$ cat src/rtl/uart_hostregs_pkg.sv
package uart_hostregs_pkg;
  localparam int ADDR_W = 3;

  localparam logic [ADDR_W-1:0] OFS_DATA = 3'd0;
  localparam logic [ADDR_W-1:0] OFS_IEN  = 3'd1;
  localparam logic [ADDR_W-1:0] OFS_FIFO = 3'd2;
  localparam logic [ADDR_W-1:0] OFS_LINE = 3'd3;
  localparam logic [ADDR_W-1:0] OFS_MDMC = 3'd4;
  localparam logic [ADDR_W-1:0] OFS_LSTS = 3'd5;
  localparam logic [ADDR_W-1:0] OFS_MSTS = 3'd6;

  typedef enum logic [3:0] {
    SEL_RX, SEL_IEN, SEL_IDENT, SEL_LINE, SEL_MDMC,
    SEL_LSTS, SEL_MSTS, SEL_DIVLO, SEL_DIVHI, SEL_ZERO
  } rdSel_e;

  typedef struct packed {
    logic   rdStb;
    rdSel_e rdSel;
    logic   popRx;
    logic   pushTx;
    logic   wrDivLo;
    logic   wrDivHi;
    logic   wrIen;
    logic   wrFifo;
    logic   wrLine;
    logic   wrMdmc;
  } regStb_t;
endpackage

$ cat src/rtl/uart_hostregs_ctrl.sv
module uart_hostregs_ctrl
  import uart_hostregs_pkg::*;
(
  input  logic [ADDR_W-1:0] addr,
  input  logic              rdEn,
  input  logic              wrEn,
  input  logic              bankDiv,
  output regStb_t           stb
);
  always_comb begin
    stb = '0;
    stb.rdStb = rdEn;
    stb.rdSel = SEL_ZERO;
    unique case (addr)
      OFS_DATA: stb.rdSel = bankDiv ? SEL_DIVLO : SEL_RX;
      OFS_IEN:  stb.rdSel = bankDiv ? SEL_DIVHI : SEL_IEN;
      OFS_FIFO: stb.rdSel = SEL_IDENT;
      OFS_LINE: stb.rdSel = SEL_LINE;
      OFS_MDMC: stb.rdSel = SEL_MDMC;
      OFS_LSTS: stb.rdSel = SEL_LSTS;
      OFS_MSTS: stb.rdSel = SEL_MSTS;
      default:  stb.rdSel = SEL_ZERO;
    endcase
    stb.popRx   = rdEn && addr == OFS_DATA && !bankDiv;
    stb.pushTx  = wrEn && addr == OFS_DATA && !bankDiv;
    stb.wrDivLo = wrEn && addr == OFS_DATA && bankDiv;
    stb.wrDivHi = wrEn && addr == OFS_IEN && bankDiv;
    stb.wrIen   = wrEn && addr == OFS_IEN && !bankDiv;
    stb.wrFifo  = wrEn && addr == OFS_FIFO;
    stb.wrLine  = wrEn && addr == OFS_LINE;
    stb.wrMdmc  = wrEn && addr == OFS_MDMC;
  end
endmodule

$ cat src/rtl/uart_hostregs_dp.sv
module uart_hostregs_dp
  import uart_hostregs_pkg::*;
#(
  parameter int DATA_W = 8,
  parameter int IEN_W  = 4,
  parameter int MDMC_W = 5,
  parameter int TRIG_W = 5
) (
  input  logic                clk,
  input  logic                rstN,
  input  regStb_t             stb,
  input  logic [DATA_W-1:0]   wrData,
  input  logic [DATA_W-1:0]   rxData,
  input  logic [3:0]          intIdent,
  input  logic [DATA_W-1:0]   lineStat,
  input  logic [DATA_W-1:0]   modemStat,
  output logic [DATA_W-1:0]   rdData,
  output logic                rxPop,
  output logic                txPush,
  output logic [DATA_W-1:0]   txData,
  output logic                rxClear,
  output logic                txClear,
  output logic                fifoOn,
  output logic                dmaMode,
  output logic [TRIG_W-1:0]   rxTrigLevel,
  output logic [DATA_W-1:0]   lineCtrl,
  output logic [2*DATA_W-1:0] divisor,
  output logic [IEN_W-1:0]    intEnable,
  output logic [MDMC_W-1:0]   mdmCtrl
);
  localparam int DIV_W = 2 * DATA_W;
  localparam int ID_PAD = DATA_W - 6;

  logic [1:0]        trigCode;
  logic [DATA_W-1:0] rdNext;

  always_ff @(posedge clk or negedge rstN) begin
    if (!rstN) begin
      lineCtrl  <= '0;
      divisor   <= '0;
      intEnable <= '0;
      mdmCtrl   <= '0;
      fifoOn    <= 1'b0;
      dmaMode   <= 1'b0;
      trigCode  <= 2'b00;
      txData    <= '0;
    end else begin
      if (stb.wrLine)  lineCtrl  <= wrData;
      if (stb.wrDivLo) divisor[DATA_W-1:0] <= wrData;
      if (stb.wrDivHi) divisor[DIV_W-1:DATA_W] <= wrData;
      if (stb.wrIen)   intEnable <= wrData[IEN_W-1:0];
      if (stb.wrMdmc)  mdmCtrl   <= wrData[MDMC_W-1:0];
      if (stb.pushTx)  txData    <= wrData;
      if (stb.wrFifo) begin
        fifoOn   <= wrData[0];
        dmaMode  <= wrData[3];
        trigCode <= wrData[DATA_W-1:DATA_W-2];
      end
    end
  end

  always_ff @(posedge clk or negedge rstN) begin
    if (!rstN) begin
      rxPop   <= 1'b0;
      txPush  <= 1'b0;
      rxClear <= 1'b0;
      txClear <= 1'b0;
    end else begin
      rxPop   <= stb.popRx;
      txPush  <= stb.pushTx;
      rxClear <= stb.wrFifo && wrData[1];
      txClear <= stb.wrFifo && wrData[2];
    end
  end

  always_comb begin
    unique case (trigCode)
      2'd0:    rxTrigLevel = TRIG_W'(1);
      2'd1:    rxTrigLevel = TRIG_W'(4);
      2'd2:    rxTrigLevel = TRIG_W'(8);
      default: rxTrigLevel = TRIG_W'(14);
    endcase
  end

  always_comb begin
    unique case (stb.rdSel)
      SEL_RX:    rdNext = rxData;
      SEL_IEN:   rdNext = DATA_W'(intEnable);
      SEL_IDENT: rdNext = {{2{fifoOn}}, {ID_PAD{1'b0}}, intIdent};
      SEL_LINE:  rdNext = lineCtrl;
      SEL_MDMC:  rdNext = DATA_W'(mdmCtrl);
      SEL_LSTS:  rdNext = lineStat;
      SEL_MSTS:  rdNext = modemStat;
      SEL_DIVLO: rdNext = divisor[DATA_W-1:0];
      SEL_DIVHI: rdNext = divisor[DIV_W-1:DATA_W];
      default:   rdNext = '0;
    endcase
  end

  always_ff @(posedge clk or negedge rstN) begin
    if (!rstN)         rdData <= '0;
    else if (stb.rdStb) rdData <= rdNext;
  end
endmodule

$ cat src/rtl/uart_hostregs.sv
module uart_hostregs
  import uart_hostregs_pkg::*;
#(
  parameter int DATA_W = 8,
  parameter int IEN_W  = 4,
  parameter int MDMC_W = 5,
  parameter int TRIG_W = 5
) (
  input  logic                clk,
  input  logic                rstN,
  input  logic [2:0]          addr,
  input  logic                rdEn,
  input  logic                wrEn,
  input  logic [DATA_W-1:0]   wrData,
  output logic [DATA_W-1:0]   rdData,
  input  logic [DATA_W-1:0]   rxData,
  input  logic [3:0]          intIdent,
  input  logic [DATA_W-1:0]   lineStat,
  input  logic [DATA_W-1:0]   modemStat,
  output logic                rxPop,
  output logic                txPush,
  output logic [DATA_W-1:0]   txData,
  output logic                rxClear,
  output logic                txClear,
  output logic                fifoOn,
  output logic                dmaMode,
  output logic [TRIG_W-1:0]   rxTrigLevel,
  output logic [DATA_W-1:0]   lineCtrl,
  output logic [2*DATA_W-1:0] divisor,
  output logic [IEN_W-1:0]    intEnable,
  output logic                dtr,
  output logic                rts,
  output logic                out2
);
  regStb_t           stb;
  logic [MDMC_W-1:0] mdmCtrl;

  uart_hostregs_ctrl ctrl_i (
    .addr    (addr),
    .rdEn    (rdEn),
    .wrEn    (wrEn),
    .bankDiv (lineCtrl[DATA_W-1]),
    .stb     (stb)
  );

  uart_hostregs_dp #(
    .DATA_W (DATA_W),
    .IEN_W  (IEN_W),
    .MDMC_W (MDMC_W),
    .TRIG_W (TRIG_W)
  ) dp_i (
    .clk         (clk),
    .rstN        (rstN),
    .stb         (stb),
    .wrData      (wrData),
    .rxData      (rxData),
    .intIdent    (intIdent),
    .lineStat    (lineStat),
    .modemStat   (modemStat),
    .rdData      (rdData),
    .rxPop       (rxPop),
    .txPush      (txPush),
    .txData      (txData),
    .rxClear     (rxClear),
    .txClear     (txClear),
    .fifoOn      (fifoOn),
    .dmaMode     (dmaMode),
    .rxTrigLevel (rxTrigLevel),
    .lineCtrl    (lineCtrl),
    .divisor     (divisor),
    .intEnable   (intEnable),
    .mdmCtrl     (mdmCtrl)
  );

  assign dtr  = mdmCtrl[0];
  assign rts  = mdmCtrl[1];
  assign out2 = mdmCtrl[3];
endmodule

$ cat config.mk
export PLATFORM = sky130hd
export DESIGN_NAME = uart_hostregs
export DESIGN_NICKNAME = d
export VERILOG_FILES = /design/src/rtl/uart_hostregs_pkg.sv /design/src/rtl/uart_hostregs_ctrl.sv /design/src/rtl/uart_hostregs_dp.sv /design/src/rtl/uart_hostregs.sv
export SDC_FILE = /design/constraint.sdc
export NUM_CORES = 1
export LEC_CHECK = 0
export ABC_AREA = 1
export BUFFER_PORTS_ARGS = -buffer_cell sky130_fd_sc_hd__buf_4
export CAP_MARGIN = 20
export CORE_ASPECT_RATIO = 0.75
export CORE_MARGIN = 3
export CORE_UTILIZATION = 31
export CTS_BUF_LIST = sky130_fd_sc_hd__clkbuf_8
export DETAILED_ROUTE_END_ITERATION = 16
export MAX_ROUTING_LAYER = met4
export PLACE_DENSITY = 0.54
export SLEW_MARGIN = 20
export SYNTH_ARGS = -nofsm -noshare
export SYNTH_HDL_FRONTEND = slang
export SYNTH_SLANG_ARGS = --single-unit
$ cat constraint.sdc
create_clock -name clk -period 1.1 [get_ports clk]
set_input_delay 0.22 -clock clk [delete_from_list [all_inputs] [get_ports clk]]
set_output_delay 0.22 -clock clk [all_outputs]
set_load 0.05 [all_outputs]
==> results.sh <==
export IMPL_top_signal_layer_used="met4"
export IMPL_count_of_flip_flops_with_a_built_in_enable_after_synthesis=0
export IMPL_antenna_found_initial=0
export IMPL_power_clock_fraction_pct=19.4
export IMPL_combPwrFrac_pct=50.2
export IMPL_clock_tree_buffer_depth=2
export IMPL_violated_checks="negative setup slack"
export IMPL_launching_element_type_of_the_critical_path="register"
export IMPL_drv_cap=0
export IMPL_power_share_switching_pct=42.2
export IMPL_fin_crit_ns=1.31
export IMPL_endpoint_of_the_worst_slack_reg_to_reg_timing_path="dp_i.rdData[3]"
export IMPL_synth_adder_area_share_pct=0
export IMPL_grt_start_max_net_pins=27
export IMPL_std_cell_rows=29
export IMPL_worst_hold_startpoint="wrData[4]"
export IMPL_rsz_0062_raised_after_global_routing="yes"
export IMPL_final_setup_slack_of_the_worst_path_ns=-0.211
export IMPL_syn_area_sq_um=2850
export IMPL_max_freq_mhz=763
export IMPL_p_int_mw=5.69
export IMPL_antenna_left=0
export IMPL_final_max_slew_violation_count=0
export IMPL_synth_nets=390
export IMPL_yosys_register_bits=57
export IMPL_met2_length_mm=4.46
export IMPL_postSynthAreaPerCell_sq_um=8.21
export IMPL_finish_cell_count_without_fillers=631
export IMPL_io_pin_count=101
export IMPL_synth_compound_gate_area_share_pct=9.39
export IMPL_synth_distinct_cells=24
export IMPL_ranking_of_synthesized_cells_by_area="sky130_fd_sc_hd__dfrtp_1 50%, sky130_fd_sc_hd__nand2_1 15%, sky130_fd_sc_hd__nand4_1 5.3%, sky130_fd_sc_hd__nand3_1 3.9%, sky130_fd_sc_hd__nor2_1 3.7%"
export IMPL_setup_violations_final=81
export IMPL_portBuffers=99
export IMPL_drt_drc_violations_left=0
export IMPL_critPathCaptureType="output port"
export IMPL_track_usage_pct=20.7
export IMPL_final_hold_slack_ns=0.0961
export IMPL_detail_route_wirelength_mm=10.4
export IMPL_cts_htree_levels=3
export IMPL_cts_sink_count=57
export IMPL_grt_ovfl_total=0
export IMPL_fin_crit_sh_pct=119
export IMPL_power_density_nw_per_um2=2030
export IMPL_clkSlewWorstSetupHoldPaths_ns=0.07
export IMPL_drt_pass1_iter_count=4
export IMPL_synth_seq_area_share_pct=50.0
export IMPL_holdPathEnd="dp_i.divisor[4]"
export IMPL_vias_in_the_first_global_route=3009
export IMPL_yosysTopAreaCell="sky130_fd_sc_hd__dfrtp_1"
export IMPL_clock_tree_root_cell="sky130_fd_sc_hd__clkbuf_8"
export IMPL_post_route_cells_drive_above_1_share_pct=44.6
export IMPL_place_detailed_hpwl_mm=7.54
export IMPL_insertedDiodeCount=0
export IMPL_route_layer_met1_wl_mm=5.00
export IMPL_cts_made_buffers=9
export IMPL_floorplan_die_area_sq_um=10400
export IMPL_status="finished, violations left"
export IMPL_r2r_worst_path_cells=8
export IMPL_yosys_warnings=0
export IMPL_global_route_wire_length_before_repair_mm=15.7
export IMPL_nNetsFinal=561
export IMPL_most_numerous_cell_types_in_the_synthesized_netlist="111 x sky130_fd_sc_hd__nand2_1, 57 x sky130_fd_sc_hd__dfrtp_1, 28 x sky130_fd_sc_hd__nor2_1"
export IMPL_ir_worst_vdd_mv=1.40
export IMPL_synth_flop_cell="sky130_fd_sc_hd__dfrtp_1"
export IMPL_timing_critical_path_arrival_ns=1.09
export IMPL_yosys_area_share_simple_pct=32.2
export IMPL_crit_reg2reg_launch="dp_i.lineCtrl[7]"
export IMPL_post_synth_mux_area_share_pct=0
export IMPL_total_switching_power_mw=4.15
export IMPL_clock_insertion_delay_worst_skew_ns=0.34
export IMPL_vias=3066
export IMPL_synth_top_family_by_area="simple AND/OR/NAND/NOR gates"
export IMPL_leakagePower_nw=2.47
export IMPL_async_flop_share_pct=100
export IMPL_area_grow_syn2layout_pct=70.5
export IMPL_power_frac_seq_pct=30.4
export IMPL_floorplan_die_height_um=89.0
export IMPL_routed_length_per_instance_um=16.4
export IMPL_design_core_area_sq_um=8710
export IMPL_detailroute_wirelength_met3_um=777
export IMPL_most_frequently_used_cell_type_in_the_post_synthesis_netlist="sky130_fd_sc_hd__nand2_1"
export IMPL_routabilityCongestion=0.840
export IMPL_finalClockSkew_ns=0.00732
export IMPL_min_delay_path_depth=3
export IMPL_timing_worst_setup_path_type="register to output port"
export IMPL_critPathMaxFanout=6
export IMPL_hold_vio_cnt_final=0
export IMPL_via_per_inst=4.86
export IMPL_min_path_type="input pin to register"
export IMPL_synthCells=347
export IMPL_initial_utilization_pct=32.7
export IMPL_tritoncts="done"
export IMPL_setup_reg_to_reg_worst_slack_ns=-0.20
export IMPL_detailed_route_iter0_violations=243
export IMPL_chipWidth_um=117
export IMPL_xor_xnor_fraction_of_synth_area_pct=0
export IMPL_dp_cells=570
export IMPL_top_cell_type_s_share_of_synthesized_area_pct=50.0
export IMPL_crit_required_ns=0.88
==> how the worst max path moves through the flow <==
stage | from | end | slack, ns
2_1_floorplan | dp_i.lineCtrl[7] | dp_i.txData[7] | -0.09
3_5_place_dp | addr[1] | dp_i.divisor[9] | -0.24
4_1_cts | dp_i.lineCtrl[7] | lineCtrl[7] | -0.20
6_report | dp_i.lineCtrl[7] | lineCtrl[7] | -0.21
5_1_grt | dp_i.lineCtrl[7] | dp_i.rdData[3] | -0.29
3_3_place_gp | addr[1] | dp_i.divisor[11] | -0.20
==> cell families (layout without fill, tap and decap cells) <==
| logic type | count (synthesis) | in the layout |
|---|---|---|
| simple gates | 199 | 200 |
| flops | 57 | 57 |
| compound gates | 47 | 47 |
| buf+inv | 43 | 218 |
| other cells | 1 | 1 |
==> power groups by stage <==
stage	combinational, mW	clock [mW]	sequential (mW)
2_1_floorplan	0.846	0	4.47
3_3_place_gp	3.73	0	3.03
3_5_place_dp	3.77	0	3.03
4_1_cts	4.77	1.91	2.99
5_1_grt	5.19	2.05	3.05
6_report	4.94	1.91	3.00
==> layout make-up <==
cell class	count	area [sq um]
Fill cell	787	3850
Multi-Input combinational cell	248	1300
Clock buffer	9	124
Inverter	24	93.8
Clock inverter	7	63.8
Timing Repair Buffer	178	1710
Tap cell	108	135
Sequential cell	57	1430
==> state kept, by name, indices dropped and copies added, names as in the netlist <==
signal,cells
dp_i.rdData,8
dp_i.rxPop,1
dp_i.txData,8
dp_i.txPush,1
dp_i.rxClear,1
dp_i.txClear,1
dp_i.mdmCtrl,5
dp_i.lineCtrl,8
dp_i.dmaMode,1
dp_i.fifoOn,1
dp_i.trigCode,2
dp_i.divisor,16
dp_i.intEnable,4
==> per-stage QoR <==
| step | util, % | cell area, sq um | setup WS [ns] | TNS, ns | power (mW) |
|---|---|---|---|---|---|
| 2_1_floorplan | - | 2880 | -0.0892 | -0.363 | 5.31 |
| 3_3_place_gp | 45.2 | 3930 | -0.200 | -7.14 | 6.76 |
| 3_5_place_dp | 45.2 | 3930 | -0.236 | -7.78 | 6.80 |
| 4_1_cts | 54.3 | 4720 | -0.203 | -6.06 | 9.67 |
| 5_1_grt | 55.8 | 4860 | -0.293 | -10.55 | 10.3 |
| 6_report | 55.8 | 4860 | -0.211 | -6.36 | 9.84 |
==> what timing repair did <==
| action | in CTS | in global routing |
|---|---|---|
| pin swaps | 9 | 17 |
| endpoints found under the setup margin | 90 | 92 |
| resized for setup | 93 | 19 |
| gates cloned | 0 | 1 |
| hold buffers | 1 | 0 |
| setup buffers | 35 | 9 |
| hold endpoints to repair | 21 | 0 |
==> placed cells by master, fill, tap and decap left out, types with 2 or more instances in the layout <==
cell type,n
sky130_fd_sc_hd__nor2_2,8
sky130_fd_sc_hd__buf_12,5
sky130_fd_sc_hd__clkbuf_8,9
sky130_fd_sc_hd__nand4_1,24
sky130_fd_sc_hd__nand2_2,9
sky130_fd_sc_hd__nor2_1,21
sky130_fd_sc_hd__o21a_1,13
sky130_fd_sc_hd__dfrtp_2,3
sky130_fd_sc_hd__buf_4,99
sky130_fd_sc_hd__clkinvlp_4,2
sky130_fd_sc_hd__nand2_1,103
sky130_fd_sc_hd__o21ai_1,19
sky130_fd_sc_hd__inv_2,4
sky130_fd_sc_hd__inv_1,20
sky130_fd_sc_hd__o21ai_2,2
sky130_fd_sc_hd__clkinv_2,2
sky130_fd_sc_hd__nand3_4,5
sky130_fd_sc_hd__o21ai_0,13
sky130_fd_sc_hd__buf_8,10
sky130_fd_sc_hd__nor2_4,6
sky130_fd_sc_hd__buf_6,63
sky130_fd_sc_hd__dfrtp_1,54
sky130_fd_sc_hd__nand3_1,20
sky130_fd_sc_hd__nand2_4,2
==> critical path: stages (launching register included) <==
cell	delay [ns]
sky130_fd_sc_hd__dfrtp_2	0.47
sky130_fd_sc_hd__buf_6	0.14
sky130_fd_sc_hd__buf_8	0.14
==> metal layers <==
metal  vias to the layer above  global-route usage (%)
li1                       1484                       -
met1                      1447                    29.7
met2                       123                    28.8
met3                        12                    5.95
met4                         0                    4.58
met5                         -                       -
(Power assumes the default switching activity.)
